## src/rtl/mt_pkg.sv

```systemverilog
package mt_pkg;
  localparam int DATA_W = 32;
  localparam int PRE_W  = 12;
  localparam int STEP_W = 8;

  localparam logic [4:0] OFS_CTRL   = 5'h00;
  localparam logic [4:0] OFS_CFG    = 5'h04;
  localparam logic [4:0] OFS_TIME_L = 5'h08;
  localparam logic [4:0] OFS_TIME_H = 5'h0C;
  localparam logic [4:0] OFS_CMP_L  = 5'h10;
  localparam logic [4:0] OFS_CMP_H  = 5'h14;
  localparam logic [4:0] OFS_IE     = 5'h18;
  localparam logic [4:0] OFS_STAT   = 5'h1C;

  localparam int CFG_STEP_LSB = 16;
endpackage

```

## src/rtl/mt_tick_gen.sv

```systemverilog
module mt_tick_gen #(
  parameter int PRE_W = 12
) (
  input  logic             clk,
  input  logic             rst_n,
  input  logic             active,
  input  logic [PRE_W-1:0] prescale,
  output logic             tick
);
  logic [PRE_W-1:0] cnt_q;

  // ">=" keeps the divider from running long if prescale is lowered
  assign tick = active && (cnt_q >= prescale);

  always_ff @(posedge clk or negedge rst_n) begin
    if (!rst_n)      cnt_q <= '0;
    else if (tick)   cnt_q <= '0;
    else if (active) cnt_q <= cnt_q + 1'b1;
  end

  // divider holds while inactive
  p_cnt_hold_r3: assert property (@(posedge clk) disable iff (!rst_n)
    !active |=> $stable(cnt_q));
  // a tick restarts the divider
  p_tick_restart_r2: assert property (@(posedge clk) disable iff (!rst_n)
    tick |=> cnt_q == '0);
endmodule

```

## src/rtl/mt_time_ctr.sv

```systemverilog
module mt_time_ctr #(
  parameter int DATA_W = 32,
  parameter int STEP_W = 8,
  localparam int TIME_W = 2 * DATA_W
) (
  input  logic              clk,
  input  logic              rst_n,
  input  logic              tick,
  input  logic [STEP_W-1:0] step,
  input  logic              wr_lo,
  input  logic              wr_hi,
  input  logic [DATA_W-1:0] wdata,
  output logic [TIME_W-1:0] time_q
);
  always_ff @(posedge clk or negedge rst_n) begin
    if (!rst_n) begin
      time_q <= '0;
    end else if (wr_lo || wr_hi) begin
      if (wr_lo) time_q[DATA_W-1:0]      <= wdata;
      if (wr_hi) time_q[TIME_W-1:DATA_W] <= wdata;
    end else if (tick) begin
      time_q <= time_q + TIME_W'(step);
    end
  end

  // each tick adds the step (modulo 2^64, R6)
  p_step_add_r2: assert property (@(posedge clk) disable iff (!rst_n)
    tick && !wr_lo && !wr_hi |=> time_q == $past(time_q) + TIME_W'($past(step)));
  // no tick and no write means no change
  p_time_hold_r3: assert property (@(posedge clk) disable iff (!rst_n)
    !tick && !wr_lo && !wr_hi |=> $stable(time_q));
endmodule

```

## src/rtl/mt_irq_ctl.sv

```systemverilog
module mt_irq_ctl #(
  parameter int DATA_W = 32,
  localparam int TIME_W = 2 * DATA_W
) (
  input  logic              clk,
  input  logic              rst_n,
  input  logic [TIME_W-1:0] time_q,
  input  logic              wr_cmp_lo,
  input  logic              wr_cmp_hi,
  input  logic              w1c,
  input  logic [DATA_W-1:0] wdata,
  output logic [TIME_W-1:0] cmp_q,
  output logic              status_q
);
  logic expired;
  logic clr;

  assign expired = time_q >= cmp_q;
  assign clr     = w1c || wr_cmp_lo || wr_cmp_hi;

  always_ff @(posedge clk or negedge rst_n) begin
    if (!rst_n) begin
      cmp_q <= '1;
    end else begin
      if (wr_cmp_lo) cmp_q[DATA_W-1:0]      <= wdata;
      if (wr_cmp_hi) cmp_q[TIME_W-1:DATA_W] <= wdata;
    end
  end

  always_ff @(posedge clk or negedge rst_n) begin
    if (!rst_n)       status_q <= 1'b0;
    else if (clr)     status_q <= 1'b0;
    else if (expired) status_q <= 1'b1;
  end

  // any clear source drops status at the next edge
  p_clear_r7: assert property (@(posedge clk) disable iff (!rst_n)
    clr |=> !status_q);
  // status is sticky without a clear
  p_sticky_r5: assert property (@(posedge clk) disable iff (!rst_n)
    status_q && !clr |=> status_q);
  // a seen expiry sets status
  p_set_r5: assert property (@(posedge clk) disable iff (!rst_n)
    (time_q >= cmp_q) && !clr |=> status_q);
endmodule

```

## src/rtl/mach_timer.sv

```systemverilog
module mach_timer
  import mt_pkg::*;
#(
  parameter int ADDR_W = 5
) (
  input  logic              clk,
  input  logic              rst_n,
  input  logic              reg_we,
  input  logic [ADDR_W-1:0] reg_addr,
  input  logic [DATA_W-1:0] reg_wdata,
  output logic [DATA_W-1:0] reg_rdata,
  output logic              irq_o
);
  localparam int TIME_W = 2 * DATA_W;

  logic              active_q;
  logic [PRE_W-1:0]  prescale_q;
  logic [STEP_W-1:0] step_q;
  logic              ie_q;
  logic              tick;
  logic [TIME_W-1:0] time_q;
  logic [TIME_W-1:0] cmp_q;
  logic              status_q;

  logic sel_ctrl, sel_cfg, sel_tl, sel_th, sel_cl, sel_ch, sel_ie, sel_st;
  assign sel_ctrl = reg_addr == ADDR_W'(OFS_CTRL);
  assign sel_cfg  = reg_addr == ADDR_W'(OFS_CFG);
  assign sel_tl   = reg_addr == ADDR_W'(OFS_TIME_L);
  assign sel_th   = reg_addr == ADDR_W'(OFS_TIME_H);
  assign sel_cl   = reg_addr == ADDR_W'(OFS_CMP_L);
  assign sel_ch   = reg_addr == ADDR_W'(OFS_CMP_H);
  assign sel_ie   = reg_addr == ADDR_W'(OFS_IE);
  assign sel_st   = reg_addr == ADDR_W'(OFS_STAT);

  always_ff @(posedge clk or negedge rst_n) begin
    if (!rst_n) begin
      active_q   <= 1'b0;
      prescale_q <= '0;
      step_q     <= STEP_W'(1);
      ie_q       <= 1'b0;
    end else if (reg_we) begin
      if (sel_ctrl) active_q <= reg_wdata[0];
      if (sel_cfg) begin
        prescale_q <= reg_wdata[PRE_W-1:0];
        step_q     <= reg_wdata[CFG_STEP_LSB +: STEP_W];
      end
      if (sel_ie) ie_q <= reg_wdata[0];
    end
  end

  mt_tick_gen #(.PRE_W(PRE_W)) u_tick (
    .clk      (clk),
    .rst_n    (rst_n),
    .active   (active_q),
    .prescale (prescale_q),
    .tick     (tick)
  );

  mt_time_ctr #(.DATA_W(DATA_W), .STEP_W(STEP_W)) u_time (
    .clk    (clk),
    .rst_n  (rst_n),
    .tick   (tick),
    .step   (step_q),
    .wr_lo  (reg_we && sel_tl),
    .wr_hi  (reg_we && sel_th),
    .wdata  (reg_wdata),
    .time_q (time_q)
  );

  mt_irq_ctl #(.DATA_W(DATA_W)) u_irq (
    .clk       (clk),
    .rst_n     (rst_n),
    .time_q    (time_q),
    .wr_cmp_lo (reg_we && sel_cl),
    .wr_cmp_hi (reg_we && sel_ch),
    .w1c       (reg_we && sel_st && reg_wdata[0]),
    .wdata     (reg_wdata),
    .cmp_q     (cmp_q),
    .status_q  (status_q)
  );

  assign irq_o = status_q && ie_q;

  always_comb begin
    reg_rdata = '0;
    unique case (1'b1)
      sel_ctrl: reg_rdata[0] = active_q;
      sel_cfg: begin
        reg_rdata[PRE_W-1:0]              = prescale_q;
        reg_rdata[CFG_STEP_LSB +: STEP_W] = step_q;
      end
      sel_tl:  reg_rdata = time_q[DATA_W-1:0];
      sel_th:  reg_rdata = time_q[TIME_W-1:DATA_W];
      sel_cl:  reg_rdata = cmp_q[DATA_W-1:0];
      sel_ch:  reg_rdata = cmp_q[TIME_W-1:DATA_W];
      sel_ie:  reg_rdata[0] = ie_q;
      sel_st:  reg_rdata[0] = status_q;
      default: reg_rdata = '0;
    endcase
  end

  // the interrupt never rises without its enable
  p_irq_gate_r9: assert property (@(posedge clk) disable iff (!rst_n)
    $rose(irq_o) |-> ie_q && status_q);
  // inactive timer leaves time alone unless software writes it
  p_inactive_hold_r3: assert property (@(posedge clk) disable iff (!rst_n)
    !active_q && !(reg_we && (sel_tl || sel_th)) |=> $stable(time_q));
endmodule

```

## config.mk

```make
export PLATFORM = sky130hd
export DESIGN_NAME = mach_timer
export DESIGN_NICKNAME = d
export VERILOG_FILES = /design/src/rtl/mt_pkg.sv /design/src/rtl/mt_tick_gen.sv /design/src/rtl/mt_time_ctr.sv /design/src/rtl/mt_irq_ctl.sv /design/src/rtl/mach_timer.sv
export SDC_FILE = /design/constraint.sdc
export NUM_CORES = 1
export LEC_CHECK = 0
export ABC_AREA = 1
export BUFFER_PORTS_ARGS = -buffer_cell sky130_fd_sc_hd__buf_2
export CAP_MARGIN = 0
export CORE_MARGIN = 8
export CORE_UTILIZATION = 41
export DETAILED_ROUTE_END_ITERATION = 7
export PLACE_DENSITY_LB_ADDON = 0.25
export SLEW_MARGIN = 10
export SYNTH_ARGS = -nofsm -noshare
export SYNTH_HDL_FRONTEND = slang
export SYNTH_HIERARCHICAL = 1
export SYNTH_SLANG_ARGS = --single-unit
```

## constraint.sdc

```tcl
create_clock -name clk -period 2.5 [get_ports clk]
set_input_delay 0.5 -clock clk [delete_from_list [all_inputs] [get_ports clk]]
set_output_delay 0.5 -clock clk [all_outputs]
set_load 0.1 [all_outputs]
```

# [Word level (Yosys, flattened, before mapping)]
# Index checks and enable logic that the tools add are counted.
[word_totals] output_inout_bits=33 mem_bits_rw=0 inputBits=40 mem_count=0 wordCells=56 rom_bits=0 reg_bits=163 latch_bits=0
[classes] n_div=0 bitwise=0 mux=13 n_addsub=2 n_reduce_logical=20 order_cmp=2 shift=0 n_eq_ne=9 multipliers=0
[ops] operator="64-bit two-way mux" n=2
[ops] operator="64-bit by 8-bit adder with 64-bit output" n=1
[ops] operator="64-bit >= comparator" n=1
[ops] operator="32-bit two-way mux" n=2
[ops] operator="11-bit one-hot mux with 5 select lines" n=1
[ops] operator="8-bit one-hot mux with 5 select lines" n=1
[ops] operator="8-bit one-hot mux with 4 select lines" n=1
[ops] operator="12-bit two-way mux" n=2
[ops] operator="5-bit == test (second input constant)" n=4
[ops] operator="4-bit one-hot mux with 4 select lines" n=1
[ops] operator="12-bit by 1-bit adder with 12-bit output (second input constant)" n=1
[ops] operator="12-bit >= comparator" n=1
[ops] operator="5-bit by 4-bit == test with 1-bit output (second input constant)" n=2
[ops] operator="2-bit AND reduction" n=5
[ops] operator="1-bit logical AND" n=8
[ops] operator="1-bit one-hot mux with 8 select lines" n=1
[ops] operator="2-bit nonzero test" n=3
[ops] operator="5-bit by 3-bit == test with 1-bit output (second input constant)" n=1
[ops] operator="5-bit zero test" n=1
[ops] operator="2-bit by 1-bit inequality test with 1-bit output (second input constant)" n=2
[ops] operator="1-bit logical OR" n=3
[ops] operator="1-bit two-way mux" n=2

# [Depth between registers and ports, before layout]
# Gate-level depths: netlist of the first run.
[depth] depth_word=6 mapped_depth=16 depth_no_buf=15

# [Modules after synthesis]
# The synthesis of the first run kept the hierarchy.
[modules_own_cells] module="mt_time_ctr" n_inst=1 cells_per_inst=981 area_per_inst_um2=5845.6
[modules_own_cells] module="mt_irq_ctl" n_inst=1 cells_per_inst=492 area_per_inst_um2=4068.9
[modules_own_cells] module="mach_timer" n_inst=1 cells_per_inst=476 area_per_inst_um2=2578.7
[modules_own_cells] module="mt_tick_gen" n_inst=1 cells_per_inst=132 area_per_inst_um2=978.4

# [Worst setup path after synthesis of the first run]
# No wires, ideal clock.
[synth_path] path_kind="input to output" start="in reg_addr[4]" end="out reg_rdata[0]" t_arrival_ns=1.950 path_slack_ns=0.050 stages=7 path_buffers=2 path_cell_list="buf_2 -> inv_2 -> buf_1 -> nand4_1 -> nand2_1 -> nor2_1 -> nand2_1"
[synth_via] elab_chain_cells=2 word_cells_on_any_way=9 cone_classes="eq/ne (7); mux (1); reduce/logical (1)"
[synth_rtl] item="start, declared" line_no="mach_timer.sv:9" text="input logic [ADDR_W-1:0] reg_addr,"
[synth_rtl] item="5-bit == test (tied with other cells)" line_no="mach_timer.sv:33" text="assign sel_st = reg_addr == ADDR_W'(OFS_STAT);"
[synth_rtl] item="1-bit one-hot mux with 8 select lines (*)" line_no="mach_timer.sv:86" text="unique case (1'b1)"
[synth_rtl] item="end, declared" line_no="mach_timer.sv:11" text="output logic [DATA_W-1:0] reg_rdata,"
# Every way passes the cells marked *; elsewhere a longest branch is shown, timed or not.

# [Worst setup path in the final report of the first run]
[layout_path] start="reg u_tick.cnt_q[10]" end="reg u_time.time_q[39]"
[layout_via] elab_chain_cells=4
[layout_rtl] item="start, declared" line_no="mt_tick_gen.sv:10" text="logic [PRE_W-1:0] cnt_q;"
[layout_rtl] item="start signal, assigned" line_no="mt_tick_gen.sv:18" text="else if (active) cnt_q <= cnt_q + 1'b1;"
[layout_rtl] item="12-bit >= comparator" line_no="mt_tick_gen.sv:13" text="assign tick = active && (cnt_q >= prescale);"
[layout_rtl] item="1-bit logical AND" line_no="mt_tick_gen.sv:13"
[layout_rtl] item="via tick" line_no="mach_timer.sv:20" text="logic tick;"
[layout_rtl] item="2-bit nonzero test (no source line)"
[layout_rtl] item="2-bit AND reduction (no source line)"
[layout_rtl] item="end signal, assigned by index" line_no="mt_time_ctr.sv:19" text="if (wr_lo) time_q[DATA_W-1:0] <= wdata;"
[layout_rtl] item="end signal, assigned by index" line_no="mt_time_ctr.sv:20" text="if (wr_hi) time_q[TIME_W-1:DATA_W] <= wdata;"
[layout_rtl] item="end signal, assigned" line_no="mt_time_ctr.sv:22" text="time_q <= time_q + TIME_W'(step);"
[layout_rtl] item="end, declared" line_no="mt_time_ctr.sv:13" text="output logic [TIME_W-1:0] time_q"
# The timed path passes the listed nets, and every way through them passes these cells.
# A chain may end at the register's enable or synchronous reset.

==> results of run 1 <==
==> registers in the layout (all words and copies together), names as in the netlist <==
register	cells
u_tick/cnt_q	12
prescale_q	12
active_q	1
ie_q	1
u_irq/status_q	1
step_q	8
u_irq/cmp_q	64
u_time/time_q	64
==> power by group <==
part | switching [mW] | internal, mW | total [mW]
clock | 1.18 | 1.40 | 2.58
sequential | 1.45 | 3.59 | 5.04
combinational | 4.22 | 2.37 | 6.59
total | 6.86 | 7.35 | 14.2
==> kinds of logic after synthesis <==
| group | after synthesis | synth area share |
|---|---|---|
| flops | 163 | 0.309 |
| fa+ha+maj | 86 | 0.0804 |
| compound gates | 232 | 0.0944 |
| simple gates | 1212 | 0.395 |
| xor+xnor | 10 | 0.00650 |
| buf+inv | 378 | 0.115 |
==> cell type report <==
class	instances	area share
multi-input combinational	1540	0.498
sequential	163	0.264
timing repair buffer	137	0.0939
inverter	311	0.0745
tap	442	0.0352
clock buffer	23	0.0291
clock inverter	9	0.00517
==> worst paths after layout <==
check | to | from | slack, ns | cells after the start
setup / recovery | u_time/time_q[39] | u_tick/cnt_q[10] | 0.14 | 12
min in group clk | u_irq/cmp_q[15] | reg_wdata[15] | 0.30 | 3
hold / removal | u_time/time_q[35] | rst_n | 0.02 | 1
hold reg to reg | u_irq/cmp_q[0] | u_irq/cmp_q[0] | 0.49 | 2
setup reg to reg | u_time/time_q[39] | u_tick/cnt_q[10] | 0.14 | 12
max in group asynchronous | u_irq/cmp_q[48] | rst_n | 1.78 | 2
==> cells in the final DEF (no fill, tap or decap), types with 39 or more instances in the layout <==
master / instances
sky130_fd_sc_hd__a21oi_1: 88
sky130_fd_sc_hd__buf_12: 43
sky130_fd_sc_hd__buf_2: 39
sky130_fd_sc_hd__buf_4: 53
sky130_fd_sc_hd__dfrtp_1: 98
sky130_fd_sc_hd__dfstp_2: 65
sky130_fd_sc_hd__ha_1: 84
sky130_fd_sc_hd__inv_1: 298
sky130_fd_sc_hd__nand2_1: 674
sky130_fd_sc_hd__nand3_1: 107
sky130_fd_sc_hd__nand4_1: 72
sky130_fd_sc_hd__nor2_1: 247
sky130_fd_sc_hd__o21ai_0: 91
==> timing repair <==
item / 4_1_cts / 5_1_grt
gates resized for setup: 0 / 9
setup buffers: 0 / 3
endpoints found under the setup margin: 0 / 66
==> routing by layer <==
layer	wire, um	part of all wire	vias to the layer above
met2	24100	0.47	536
met5	0	0	-
met3	3430	0.067	106
li1	-	-	6736
met4	2200	0.043	0
met1	21300	0.42	6471
==> critical path: cells and delay by family (launching register included) <==
kind | cells | cell delay [ns]
compound gates | 4 | 0.66
simple gates | 5 | 0.51
flops | 1 | 0.42
buf+inv | 2 | 0.35
fa+ha+maj | 1 | 0.30
==> through the flow <==
stage          instance area, um2  total power [mW]
5_1_grt                     15700              15.3
4_1_cts                     15700              14.1
3_3_place_gp                15100              11.4
6_report                    15700              14.2
3_5_place_dp                15100              11.5
2_1_floorplan               13500              8.88
==> impl_metrics.xml, run 1 <==
<?xml version="1.0" encoding="UTF-8"?>
<metrics>
  <group name="status">
    <metric name="run_status" unit="">complete, no violations</metric>
  </group>
  <group name="cts">
    <metric name="clk_latency" unit="ns">0.44</metric>
    <metric name="htree_levels" unit="">4</metric>
    <metric name="clock_sink_count" unit="">163</metric>
    <metric name="tritoncts" unit="">done</metric>
    <metric name="cts_inserted_buffers" unit="">17</metric>
    <metric name="clk_root_buffer_cell" unit="">sky130_fd_sc_hd__clkbuf_16</metric>
    <metric name="max-clock-path-buffers" unit="">2</metric>
    <metric name="holdBufCountCts" unit="">0</metric>
    <metric name="clk_transition_reported_paths" unit="ns">0.07</metric>
  </group>
  <group name="timing">
    <metric name="post-route-worst-setup-slack" unit="ns">0.140</metric>
    <metric name="clock_tree_skew_after_final_layout" unit="ns">0.0102</metric>
    <metric name="slew_limit_fails" unit="">0</metric>
    <metric name="fmax" unit="MHz">424</metric>
    <metric name="min_period" unit="ns">2.36</metric>
    <metric name="timing.hold.ws" unit="ns">0.0160</metric>
    <metric name="slew_headroom" unit="">0.631</metric>
    <metric name="finalCritPeriodShare" unit="">0.944</metric>
    <metric name="setup_viol" unit="">0</metric>
    <metric name="timing_worst_slew_pin_value" unit="ns">0.553</metric>
    <metric name="timing.setup.tns" unit="ns">0</metric>
    <metric name="timing_hold_violations_final" unit="">0</metric>
  </group>
  <group name="setup_path">
    <metric name="cp_cell_sequence" unit="">ha_1, nand2_1, nor2_2, nand2_1, nor2_1, nand2_1, a21oi_4, buf_4, a21oi_4, buf_12, a21oi_1, a21oi_1</metric>
    <metric name="critPathMaxStageDelay" unit="ns">0.42</metric>
    <metric name="critical_path.max_fanout" unit="">16</metric>
    <metric name="timing.critical_path.from_type" unit="">register</metric>
    <metric name="critPathKind" unit="">register to register</metric>
    <metric name="critPathCaptureType" unit="">register</metric>
    <metric name="cp_data_required_time" unit="ns">2.82</metric>
    <metric name="crit_top_cell" unit="">sky130_fd_sc_hd__nand2_1</metric>
    <metric name="worst_ep_arrival_time" unit="ns">2.68</metric>
    <metric name="cpMaxStageDelayCell" unit="">sky130_fd_sc_hd__dfrtp_1</metric>
  </group>
  <group name="layout">
    <metric name="layout_cell_share_with_drive_strength_beyond_1" unit="">0.159</metric>
    <metric name="fin_util" unit="">0.485</metric>
    <metric name="diodes" unit="">0</metric>
    <metric name="fillerInstances" unit="">3389</metric>
    <metric name="area_grow_syn2layout" unit="%">16.8</metric>
    <metric name="number_of_nets_in_the_final_layout" unit="">2296</metric>
    <metric name="area_of_the_multi_input_gates" unit="um2">7830</metric>
    <metric name="stdcell_count" unit="">2625</metric>
    <metric name="area.sequential" unit="um2">4160</metric>
  </group>
  <group name="logic_synthesis">
    <metric name="synth_ff_type" unit="">sky130_fd_sc_hd__dfrtp_1</metric>
    <metric name="ys_seq_elements" unit="">163</metric>
    <metric name="post-synth-top-count-cell" unit="">sky130_fd_sc_hd__nand2_1</metric>
    <metric name="synthArstFlopShare" unit="">1.00</metric>
    <metric name="yosys_warnings" unit="">6</metric>
    <metric name="syn-mean-instance-area" unit="um2">6.47</metric>
    <metric name="synth.cell_area" unit="um2">13500</metric>
    <metric name="synth_nets" unit="">2207</metric>
    <metric name="synthTopCellsByArea" unit="">sky130_fd_sc_hd__nand2_1 (19%), sky130_fd_sc_hd__dfrtp_1 (18%), sky130_fd_sc_hd__dfstp_2 (13%), sky130_fd_sc_hd__inv_1 (8.3%), sky130_fd_sc_hd__ha_1 (7.9%)</metric>
    <metric name="synth_sequential_area_ratio" unit="">0.309</metric>
    <metric name="yosysTopAreaCell" unit="">sky130_fd_sc_hd__nand2_1</metric>
    <metric name="cell_variety_after_synth" unit="">51</metric>
    <metric name="synth_cells" unit="">2081</metric>
    <metric name="most_frequent_cells_after_synthesis" unit="">sky130_fd_sc_hd__nand2_1 (674), sky130_fd_sc_hd__inv_1 (299), sky130_fd_sc_hd__nor2_1 (250)</metric>
    <metric name="synth_top_area_frac" unit="">0.188</metric>
    <metric name="number_of_flops_mapped_to_enable_cells_by_yosys" unit="">0</metric>
  </group>
  <group name="global_routing">
    <metric name="global_route_wire_length_before_repair" unit="mm">79.3</metric>
    <metric name="gr-usage-all-layers" unit="">0.266</metric>
    <metric name="use_met2" unit="">0.445</metric>
    <metric name="first_global_vias" unit="">13600</metric>
    <metric name="grt_antenna_before_repair" unit="">0</metric>
    <metric name="grt_use_met1" unit="">0.333</metric>
    <metric name="grt_util_met3" unit="">0.0416</metric>
    <metric name="grt_start_max_net_pins" unit="">63</metric>
    <metric name="globalRoute.busiestLayer" unit="">met2</metric>
    <metric name="grt-ovfl-total" unit="">0</metric>
  </group>
  <group name="detailed_routing">
    <metric name="totalWireLength" unit="mm">51.1</metric>
    <metric name="avgViaCountPerCell" unit="">5.28</metric>
    <metric name="wl_per_cell" unit="um">19.5</metric>
    <metric name="drt.antenna.violating_nets" unit="">0</metric>
    <metric name="drt_drc_violations_left" unit="">0</metric>
    <metric name="route.vias.total" unit="">13800</metric>
    <metric name="count_of_tritonroute_iterations_in_the_first_routing_pass" unit="">6</metric>
    <metric name="drt-initial-drc-count" unit="">1247</metric>
  </group>
  <group name="placement">
    <metric name="portBuffers" unit="">72</metric>
    <metric name="dp.final_hpwl" unit="mm">39.9</metric>
    <metric name="preCtsSetupSlack" unit="ns">0.0156</metric>
    <metric name="post-place-cells" unit="">2590</metric>
    <metric name="routabilityCongestion" unit="">0.956</metric>
  </group>
  <group name="floorplan">
    <metric name="floorplan.initialDensity" unit="">0.415</metric>
    <metric name="core_area" unit="um2">32500</metric>
    <metric name="die_area" unit="um2">38900</metric>
    <metric name="floorplan.die.height" unit="um">197</metric>
    <metric name="ioPinCount" unit="">73</metric>
    <metric name="die-width" unit="um">197</metric>
    <metric name="core.rowCount" unit="">66</metric>
  </group>
  <group name="power_and_ir_drop">
    <metric name="reported_leakage_power" unit="nW">8.23</metric>
    <metric name="powerDensity" unit="nW/um2">903</metric>
    <metric name="vdd.ir_drop.worst" unit="V">0.000532</metric>
  </group>
  <group name="run">
    <metric name="drv_cap" unit="">0</metric>
  </group>
  <group name="worst_hold_path">
    <metric name="hp-class" unit="">input pin to async pin</metric>
  </group>
</metrics>
Note: power is estimated with default switching activity, not from simulation.
==> inputs of run 2 (changes only) <==
--- a/config.mk
+++ b/config.mk
@@ -6,12 +6,14 @@
 export NUM_CORES = 1
 export LEC_CHECK = 0
 export ABC_AREA = 1
+export ABC_CLOCK_PERIOD_IN_PS = 2500
 export BUFFER_PORTS_ARGS = -buffer_cell sky130_fd_sc_hd__buf_2
 export CAP_MARGIN = 0
 export CORE_MARGIN = 8
 export CORE_UTILIZATION = 41
 export DETAILED_ROUTE_END_ITERATION = 7
 export PLACE_DENSITY_LB_ADDON = 0.25
+export REMOVE_ABC_BUFFERS = 1
 export SLEW_MARGIN = 10
 export SYNTH_ARGS = -nofsm -noshare
 export SYNTH_HDL_FRONTEND = slang
==> impl_metrics.xml, run 2 (synthesized netlist as in run 1, its figures left out) <==
<?xml version="1.0" encoding="UTF-8"?>
<metrics>
  <group name="setup_path">
    <metric name="worst_r2r_endpoint" unit="">u_time/time_q[60]</metric>
    <metric name="cp_data_required_time" unit="ns">2.00</metric>
    <metric name="critPathTopFamily" unit="">buffers and inverters</metric>
    <metric name="timing.critical_path.buf_inv" unit="">4</metric>
    <metric name="r2r_slack" unit="ns">0.14</metric>
    <metric name="cp_cell_sequence" unit="">buf_2, nor2_8, buf_4, buf_4, nand4_1, nand2_1, nor2_1, nand2_1, buf_12</metric>
    <metric name="critPathKind" unit="">input pin to output pin</metric>
    <metric name="critPathMaxStageDelay" unit="ns">0.26</metric>
    <metric name="cpMaxStageDelayCell" unit="">sky130_fd_sc_hd__nor2_8</metric>
    <metric name="critPathCaptureType" unit="">output pin</metric>
    <metric name="crit-reg2reg-launch" unit="">prescale_q[7]</metric>
    <metric name="critPathLaunch" unit="">reg_addr[0]</metric>
    <metric name="critical_path.max_fanout" unit="">17</metric>
    <metric name="critical_path_cell_count" unit="">9</metric>
    <metric name="crit_path_end" unit="">reg_rdata[0]</metric>
    <metric name="worst_ep_arrival_time" unit="ns">1.90</metric>
    <metric name="timing.critical_path.from_type" unit="">input pin</metric>
    <metric name="r2r_cells" unit="">12</metric>
  </group>
  <group name="layout">
    <metric name="area_grow_syn2layout" unit="%">18.4</metric>
    <metric name="diodes" unit="">0</metric>
    <metric name="number_of_nets_in_the_final_layout" unit="">2309</metric>
    <metric name="final_cell_mix" unit="">sky130_fd_sc_hd__nand2_1 (673), sky130_fd_sc_hd__inv_1 (299), sky130_fd_sc_hd__nor2_1 (246)</metric>
    <metric name="layout_cell_share_with_drive_strength_beyond_1" unit="">0.167</metric>
    <metric name="stdcell_count" unit="">2637</metric>
    <metric name="final_common_cell" unit="">sky130_fd_sc_hd__nand2_1</metric>
    <metric name="reg.largest.list" unit="">u_irq/cmp_q (64), u_time/time_q (64)</metric>
  </group>
  <group name="power_and_ir_drop">
    <metric name="internal-power" unit="mW">7.29</metric>
    <metric name="fin_total_pwr" unit="mW">14.0</metric>
    <metric name="reported_leakage_power" unit="nW">8.33</metric>
    <metric name="vdd.ir_drop.worst" unit="V">0.000599</metric>
    <metric name="combinationalPowerShare" unit="">0.457</metric>
    <metric name="switching_share" unit="">0.479</metric>
    <metric name="powerDensity" unit="nW/um2">877</metric>
    <metric name="clk_network_pwr_share" unit="">0.192</metric>
    <metric name="pwr-share-seq" unit="">0.351</metric>
    <metric name="switching_power" unit="mW">6.70</metric>
  </group>
  <group name="detailed_routing">
    <metric name="drt-initial-drc-count" unit="">1331</metric>
    <metric name="count_of_tritonroute_iterations_in_the_first_routing_pass" unit="">6</metric>
    <metric name="wl_per_cell" unit="um">18.1</metric>
    <metric name="drt_drc_violations_left" unit="">0</metric>
    <metric name="drt.antenna.violating_nets" unit="">0</metric>
    <metric name="avgViaCountPerCell" unit="">5.22</metric>
    <metric name="route.vias.total" unit="">13800</metric>
    <metric name="totalWireLength" unit="mm">47.9</metric>
  </group>
  <group name="run">
    <metric name="drv_cap" unit="">0</metric>
  </group>
  <group name="status">
    <metric name="run_status" unit="">complete, no violations</metric>
  </group>
  <group name="timing">
    <metric name="slew_limit_fails" unit="">0</metric>
    <metric name="setup_viol" unit="">0</metric>
    <metric name="timing_hold_violations_final" unit="">0</metric>
    <metric name="grt_setup_unrepaired" unit="">no</metric>
    <metric name="finalCritPeriodShare" unit="">0.960</metric>
    <metric name="timing_worst_slew_pin_value" unit="ns">0.705</metric>
    <metric name="slew_headroom" unit="">0.530</metric>
    <metric name="clock_tree_skew_after_final_layout" unit="ns">0.0122</metric>
    <metric name="min_period" unit="ns">2.40</metric>
    <metric name="fmax" unit="MHz">417</metric>
    <metric name="timing.setup.tns" unit="ns">0</metric>
  </group>
  <group name="global_routing">
    <metric name="first_global_vias" unit="">13400</metric>
    <metric name="global_route_wire_length_before_repair" unit="mm">75.4</metric>
    <metric name="grt_start_max_net_pins" unit="">62</metric>
    <metric name="grt_antenna_before_repair" unit="">0</metric>
    <metric name="gr-usage-all-layers" unit="">0.249</metric>
    <metric name="grt-ovfl-total" unit="">0</metric>
  </group>
  <group name="cts">
    <metric name="clk_transition_reported_paths" unit="ns">0.07</metric>
    <metric name="holdBufCountCts" unit="">0</metric>
    <metric name="clk_latency" unit="ns">0.46</metric>
    <metric name="clk_root_buffer_cell" unit="">sky130_fd_sc_hd__clkbuf_16</metric>
    <metric name="tritoncts" unit="">done</metric>
    <metric name="htree_levels" unit="">4</metric>
    <metric name="clock_sink_count" unit="">163</metric>
    <metric name="max-clock-path-buffers" unit="">2</metric>
    <metric name="cts_inserted_buffers" unit="">17</metric>
  </group>
  <group name="floorplan">
    <metric name="ioPinCount" unit="">73</metric>
    <metric name="floorplan.initialDensity" unit="">0.415</metric>
    <metric name="die-width" unit="um">197</metric>
    <metric name="die_area" unit="um2">38900</metric>
    <metric name="core.rowCount" unit="">66</metric>
    <metric name="core_area" unit="um2">32500</metric>
    <metric name="floorplan.die.height" unit="um">197</metric>
  </group>
  <group name="placement">
    <metric name="routabilityCongestion" unit="">0.963</metric>
    <metric name="dp.final_hpwl" unit="mm">37.8</metric>
    <metric name="portBuffers" unit="">72</metric>
    <metric name="post-place-cells" unit="">2601</metric>
  </group>
  <group name="worst_hold_path">
    <metric name="hp-class" unit="">input pin to async pin</metric>
  </group>
</metrics>
==> run 2: changes by cell type in the layout (fill, tap and decap cells not counted), sizes merged <==
| cell | change |
|---|---|
| buf | +13 |
| clkinv | -3 |
| inv | +5 |
| clkinvlp | +3 |
| clkbuf | -6 |
==> run 2: repair_timing <==
item,CTS,global route
setup buffers,0,5
endpoints found under the setup margin,0,60
resized for setup,0,8
==> run 2: per-layer routing <==
metal / up-vias / share of wire / routed length, um / GRT usage
li1: 6755 / - / - / -
met1: 6511 / 0.44 / 20900 / 0.319
met2: 437 / 0.49 / 23600 / 0.434
met3: 50 / 0.051 / 2420 / 0.0341
met4: 0 / 0.021 / 1010 / 0.0677
met5: - / 0 / 0 / 0
==> run 2: stage by stage <==
step	hold WS, ns	instance area (um2)	setup WS (ns)	utilization
2_1_floorplan	0.204	13100	-2.70	-
3_3_place_gp	0.468	15300	0.0903	0.472
3_5_place_dp	0.477	15300	0.0316	0.472
4_1_cts	0.0589	15900	0.0195	0.489
5_1_grt	0.0776	16000	0.00810	0.492
6_report	0.0330	16000	0.0993	0.492
==> run 2: cell type report <==
cell class                 count  area, um2
tap                          442        553
fill                        3298      16500
clock buffer                  17        425
timing repair buffer         150       1670
sequential                   163       4160
multi-input combinational   1540       7830
inverter                     311       1170
clock inverter                14        145
==> run 2: power groups by stage <==
stage               clock [mW]  sequential, mW  combinational (mW)
finish                    2.68            4.91                6.40
global route              2.83            5.03                7.22
CTS                       2.75            4.88                6.29
detailed placement           0            4.93                6.26
global placement             0            4.91                6.12
floorplan                    0            4.40                4.44
==> run 2: worst min-delay path by stage <==
| stage | start | to | slack (ns) | depth (start not counted) |
|---|---|---|---|---|
| after detailed placement | u_irq/cmp_q[0] | u_irq/cmp_q[0] | 0.48 | 2 |
| after global routing | rst_n | u_tick/cnt_q[10] | 0.08 | 1 |
| after floorplan | rst_n | active_q | 0.20 | 0 |
| after CTS | rst_n | u_tick/cnt_q[6] | 0.06 | 1 |
| after global placement | u_irq/cmp_q[0] | u_irq/cmp_q[0] | 0.47 | 2 |
| final | rst_n | u_tick/cnt_q[10] | 0.03 | 1 |
==> run 2: worst reg2reg max path: stages (launching register included) <==
cell and delay, ns:
sky130_fd_sc_hd__dfrtp_1 0.37, sky130_fd_sc_hd__inv_1 0.06, sky130_fd_sc_hd__ha_1 0.31, sky130_fd_sc_hd__a21oi_1 0.15, sky130_fd_sc_hd__nand2_1 0.09, sky130_fd_sc_hd__a21oi_2 0.30, sky130_fd_sc_hd__a21oi_4 0.14, sky130_fd_sc_hd__buf_6 0.14
sky130_fd_sc_hd__a21oi_4 0.24, sky130_fd_sc_hd__inv_2 0.11, sky130_fd_sc_hd__buf_12 0.17, sky130_fd_sc_hd__nor2_1 0.13, sky130_fd_sc_hd__a21oi_2 0.04
